[src/rtl/adc_scan_seq.sv]
module adc_scan_seq #(
  parameter int NCH   = 6,
  parameter int RES_W = 12,
  localparam int CH_W = (NCH > 1) ? $clog2(NCH) : 1
) (
  input  logic                 clk,
  input  logic                 rst_n,
  input  logic                 mask_wr,
  input  logic [NCH-1:0]       mask_wdata,
  input  logic                 en_set,
  input  logic                 conv_done,
  input  logic [RES_W-1:0]     conv_data,
  output logic [NCH-1:0]       mask_q,
  output logic                 en_q,
  output logic                 busy,
  output logic                 conv_start,
  output logic [CH_W-1:0]      conv_ch,
  output logic                 irq,
  output logic [NCH*RES_W-1:0] results
);

  typedef enum logic [1:0] {S_IDLE, S_ISSUE, S_WAIT} state_t;

  state_t         st;
  logic [NCH-1:0] pend;
  logic [NCH-1:0] cur_oh;
  logic [NCH-1:0] rest;
  logic           accept;

  function automatic logic [CH_W-1:0] low_idx(input logic [NCH-1:0] v);
    logic [CH_W-1:0] r;
    r = '0;
    for (int i = NCH - 1; i >= 0; i--)
      if (v[i]) r = CH_W'(i);
    return r;
  endfunction

  assign cur_oh     = pend & (~pend + NCH'(1));
  assign rest       = pend & ~cur_oh;
  assign conv_ch    = low_idx(pend);
  assign conv_start = (st == S_ISSUE);
  assign accept     = (st == S_WAIT) && conv_done;

  always_ff @(posedge clk) begin
    if (!rst_n) begin
      st     <= S_IDLE;
      pend   <= '0;
      mask_q <= '0;
      en_q   <= 1'b0;
      busy   <= 1'b0;
      irq    <= 1'b0;
    end else begin
      irq <= 1'b0;
      case (st)
        S_IDLE: begin
          if (mask_wr) mask_q <= mask_wdata;
          if (en_set) begin
            en_q <= 1'b1;
            if (mask_q != '0) begin
              pend <= mask_q;
              busy <= 1'b1;
              st   <= S_ISSUE;
            end
          end
        end
        S_ISSUE: st <= S_WAIT;
        S_WAIT: begin
          if (accept) begin
            pend <= rest;
            if (rest == '0) begin
              st   <= S_IDLE;
              busy <= 1'b0;
              irq  <= 1'b1;
            end else begin
              st <= S_ISSUE;
            end
          end
        end
        default: st <= S_IDLE;
      endcase
    end
  end

  for (genvar g = 0; g < NCH; g++) begin : g_slot
    always_ff @(posedge clk) begin
      if (!rst_n)
        results[g*RES_W +: RES_W] <= '0;
      else if (accept && cur_oh[g])
        results[g*RES_W +: RES_W] <= conv_data;
    end
  end

endmodule


[config.mk]
export PLATFORM = sky130hd
export DESIGN_NAME = adc_scan_seq
export DESIGN_NICKNAME = d
export VERILOG_FILES = /design/src/rtl/adc_scan_seq.sv
export SDC_FILE = /design/constraint.sdc
export NUM_CORES = 1
export LEC_CHECK = 0
export CAP_MARGIN = 10
export CORE_UTILIZATION = 40
export CTS_CLUSTER_SIZE = 10
export DETAILED_ROUTE_END_ITERATION = 16
export DONT_BUFFER_PORTS = 1
export GPL_TIMING_DRIVEN = 0
export PLACE_DENSITY = 0.54
export SLEW_MARGIN = 10
export SYNTH_ARGS = -nofsm -noshare
export SYNTH_HDL_FRONTEND = slang
export SYNTH_SLANG_ARGS = --single-unit
[constraint.sdc]
create_clock -name clk -period 4.8 [get_ports clk]
set_input_delay 0.96 -clock clk [delete_from_list [all_inputs] [get_ports clk]]
set_output_delay 0.96 -clock clk [all_outputs]
set_load 0.1 [all_outputs]
* After elaboration in Yosys (flattened, before gate mapping)
Index checks and enable logic that the tools add are counted. W data, S select, Z words.
Word-level totals: bits in registers 89, input bits 23, output and inout bits 85, logic and storage cells 61
Cells by class: $add $sub $neg 1, equality and inequality tests 6, multiplexer cells 21, bitwise gates (word level) 4, reductions and logical operators 17
Operator list (count):
- $mux W3 | 6
- $mux W6 | 3
- $and A6 B6 Y6 | 2
- $not A6 Y6 | 2
- $pmux W6 S2 | 1
- $logic_and A1 B1 Y1 | 7
- $add A6 B1 Y6 const B | 1
- $logic_not A6 Y1 | 1
- $mux W1 | 6
- $mux W2 | 3
- $ne A2 B2 Y1 const B | 3
- $pmux W2 S3 | 1
- $reduce_and A3 Y1 | 2
- $reduce_bool A6 Y1 | 1
- $reduce_and A5 Y1 | 1
- $reduce_and A2 Y1 | 2
- $reduce_and A4 Y1 | 1
- $eq A2 B1 Y1 const B | 1
- $eq A2 B2 Y1 const B | 1
- $logic_not A2 Y1 | 1
- $ne A2 B1 Y1 const B | 1
- $pmux W1 S2 | 1
- $reduce_bool A2 Y1 | 1

* Longest topological paths before layout
word-level depth 9, gate-level depth with buffers 7, gate-level depth less buffers 4

* Worst setup path before layout
OpenSTA, ideal clock, no wires.
path kind register to output, from reg pend[1], to out conv_ch[2], data arrival time 2.221 ns, required time 3.840 ns, slack 1.619 ns, stages on the path, launching flop included 4, buffers on the path 1, path through dfxtp_1 -> buf_6 -> or4_4 -> nor2_1
Between the ends: cells in the longest elaborated chain, start to end 2
Ends and longest elaborated chain:
- start, declared | line 25 | logic [NCH-1:0] pend;
- start signal, assigned | line 60 | pend <= mask_q;
- start signal, assigned | line 69 | pend <= rest;
- $mux W3 (2 in a row) | line 34 | if (v[i]) r = CH_W'(i);
- end, declared | line 17 | output logic [CH_W-1:0] conv_ch,
Every way passes these cells.

* Final worst setup path
Ends and elaborated chain as after synthesis.

==> impl_metrics.env <==
export IMPL_synthArstFlopShare=0
export IMPL_layout_drive_gt1_share=0.0731
export IMPL_reg2reg_to="results[15]"
export IMPL_port_buffers=0
export IMPL_synthFlopType="dfxtp_1"
export IMPL_htree_levels=3
export IMPL_nets=401
export IMPL_setup_violations=0
export IMPL_grt_pass1_vias=2332
export IMPL_hold_start="pend[5]"
export IMPL_synth_edf_count=0
export IMPL_ctsResizeCount=0
export IMPL_io_pins=108
export IMPL_syn_avg_cell_area_um2=9.28
export IMPL_antenna_cells=0
export IMPL_rsz0062_at_grt="no"
export IMPL_die_width_um=94.2
export IMPL_cts_tree="yes"
export IMPL_fin_cells=488
export IMPL_ant_nets=0
export IMPL_hold_viol=0
export IMPL_cts_root_buf="clkbuf_8"
export IMPL_via_per_inst=5.12
export IMPL_grt_usage=0.196
export IMPL_synth_nets=389
export IMPL_dp_cells=472
export IMPL_vias=2497
export IMPL_drc=0
export IMPL_row_count=33
export IMPL_post_cts_buffers=0
export IMPL_path_cells="buf_6 -> or4_4 -> nor2_2"
export IMPL_yosysSeqAreaShare=0.524
export IMPL_slew_headroom=0.273
export IMPL_dr_first_iter_drc_count=74
export IMPL_cp_startpoint="pend[1]"
export IMPL_fin_skew_ns=0.0152
export IMPL_grt_first_pass_wirelength_um=12800
export IMPL_reg2regPathDepth=5
export IMPL_detail_route_wl_per_cell_um=17.4
export IMPL_power_density_mw_per_mm2=399
export IMPL_fillers=810
export IMPL_clockBufferDepth=2
export IMPL_clock_sinks=89
export IMPL_hpwl_um=5980
export IMPL_tightest_slew_ns=1.09
export IMPL_outcome="finished, final reports clean"
export IMPL_endpoint="conv_ch[2]"
export IMPL_hold_buffers=0
export IMPL_critPathMaxFanout=10
export IMPL_grt_max_degree=17
export IMPL_dr_pass1_iters=6
export IMPL_cts_made_buffers=9
export IMPL_start_util=0.413
export IMPL_leakagePower_uw=0.00159
export IMPL_drt_wl_total_um=8470
export IMPL_critPathKind="flip-flop to output port"
export IMPL_place_ws_ns=2.02
export IMPL_clkTransAtPathRegs_ns=0.09
export IMPL_regToRegStartpoint="st[0]"
export IMPL_syn_to_final_growth_pct=10.8
export IMPL_slowest_delay_ns=0.84
export IMPL_crit_path_top_delay_cell="nor2_2"
export IMPL_finalPower_uw=1500
export IMPL_antenna_found_initial=0
export IMPL_cap_violations=0
export IMPL_ff2ff_setup_slack_ns=2.66
export IMPL_finalSetupTns_ns=0
export IMPL_min_period_ns=3.14
export IMPL_dieHeight_um=94.2
export IMPL_cp_start_kind="flip-flop"
export IMPL_gr_total_overflow=0
export IMPL_dieArea_mm2=0.00887
export IMPL_fmax_mhz=318
export IMPL_core_mm2=0.00822
export IMPL_ys_warn_count=0
export IMPL_synth_area_mm2=0.00340
export IMPL_ys_seq_elements=89
export IMPL_crit_path_end_kind="output port"
export IMPL_clock_latency_ns=0.35
export IMPL_slew_violations=0
export IMPL_ys_types=37
export IMPL_peakVddDrop_mv=0.164
export IMPL_fin_crit_sh=0.655
export IMPL_utilization=0.458
export IMPL_fin_ws_ns=1.66
export IMPL_synth_cells=366
export IMPL_gp_congestion=0.794
export IMPL_worstPathRequired_ns=3.84
export IMPL_min_path_type="flip-flop to flip-flop"
export IMPL_critPathArrivalTime_ns=2.18
## layout by cell type, fill, tap and decap left out, types with 2 or more instances in the layout
cell	count
nor3b_1	2
nand2_1	51
buf_6	3
o22ai_1	2
nor2b_1	2
a211oi_1	2
buf_2	2
inv_1	3
a21oi_1	31
buf_1	2
a32oi_1	2
inv_6	2
nand2b_1	2
dfxtp_1	89
bufinv_16	2
nand3_1	5
buf_12	2
o21a_1	2
o21ai_0	4
nor2_2	2
o31ai_1	2
nor2_1	68
or3_1	2
clkbuf_8	9
mux2i_1	54
clkbuf_1	18
## worst max-delay path: cells and delay by family, from the launching register on
kind,cells,cell delay (ns)
and+or+nand+nor,2,1.39
DFF,1,0.32
buffers and inverters,1,0.13
## state kept, by name (all words and copies together), names as in the netlist
name     cells
st           2
busy         1
en_q         1
irq          1
mask_q       6
pend         6
results     72
## Yosys cell counts, types with 2 or more instances
library cell  number  share of area
nor2_1            70          0.077
mux2i_1           54           0.16
nor3b_1            2         0.0044
or3_1              2         0.0037
buf_6              3         0.0099
o21ai_0            4         0.0059
nand2b_1           2         0.0037
a21oi_1           31          0.046
dfxtp_1           89           0.52
clkbuf_1          17          0.019
o31ai_1            2         0.0044
a32oi_1            2         0.0052
o22ai_1            2         0.0037
a211oi_1           2         0.0044
nand3_1            5         0.0074
inv_1              3         0.0033
nor2b_1            3         0.0055
nand2_1           51          0.056
o21a_1             2         0.0044
buf_2              2         0.0029
buf_12             2          0.012
## worst min-delay path by stage
stage                    to  slack (ns)  cells past startpoint
global placement    pend[5]        0.55                      2
CTS                 pend[5]        0.57                      2
detailed placement  pend[5]        0.56                      2
floorplan           pend[5]        0.50                      2
global route        pend[5]        0.62                      2
finish              pend[5]        0.58                      2
## metrics by stage
step           hold slack (ns)  instance area [um2]
2_1_floorplan            0.505                 3400
3_3_place_gp             0.551                 3530
3_5_place_dp             0.558                 3540
4_1_cts                  0.575                 3760
5_1_grt                  0.623                 3760
6_report                 0.578                 3760
## power by group
part / leakage, uW / switching, uW / internal, uW
clock network: 0.000113 / 281 / 302
logic: 0.000755 / 76.2 / 30.6
registers: 0.000719 / 62.9 / 749
## metal layers
metal	part of all wire	track usage
met1	0.45	0.263
met2	0.44	0.281
met3	0.089	0.0720
met4	0.014	0.0782
met5	0	0
## final cells by class
cell class	count	area [um2]	area share
multi-input combinational	249	1460	0.388
clock inverter	6	97.6	0.0259
inverter	3	11.3	0.00299
sequential	89	1780	0.473
clock buffer	10	128	0.0339
tap	105	131	0.0349
timing repair buffer	1	3.75	0.000997
buffer	25	151	0.0402
## cells by family (layout without fill, tap and decap cells)
| group | count (synthesis) | count (layout) | share of synthesized area |
|---|---|---|---|
| simple gates | 145 | 145 | 0.183 |
| flops | 89 | 89 | 0.524 |
| mux | 54 | 54 | 0.159 |
| compound gates | 50 | 50 | 0.0855 |
| buf+inv | 28 | 45 | 0.0479 |
Note: power is estimated with default switching activity, not from simulation.
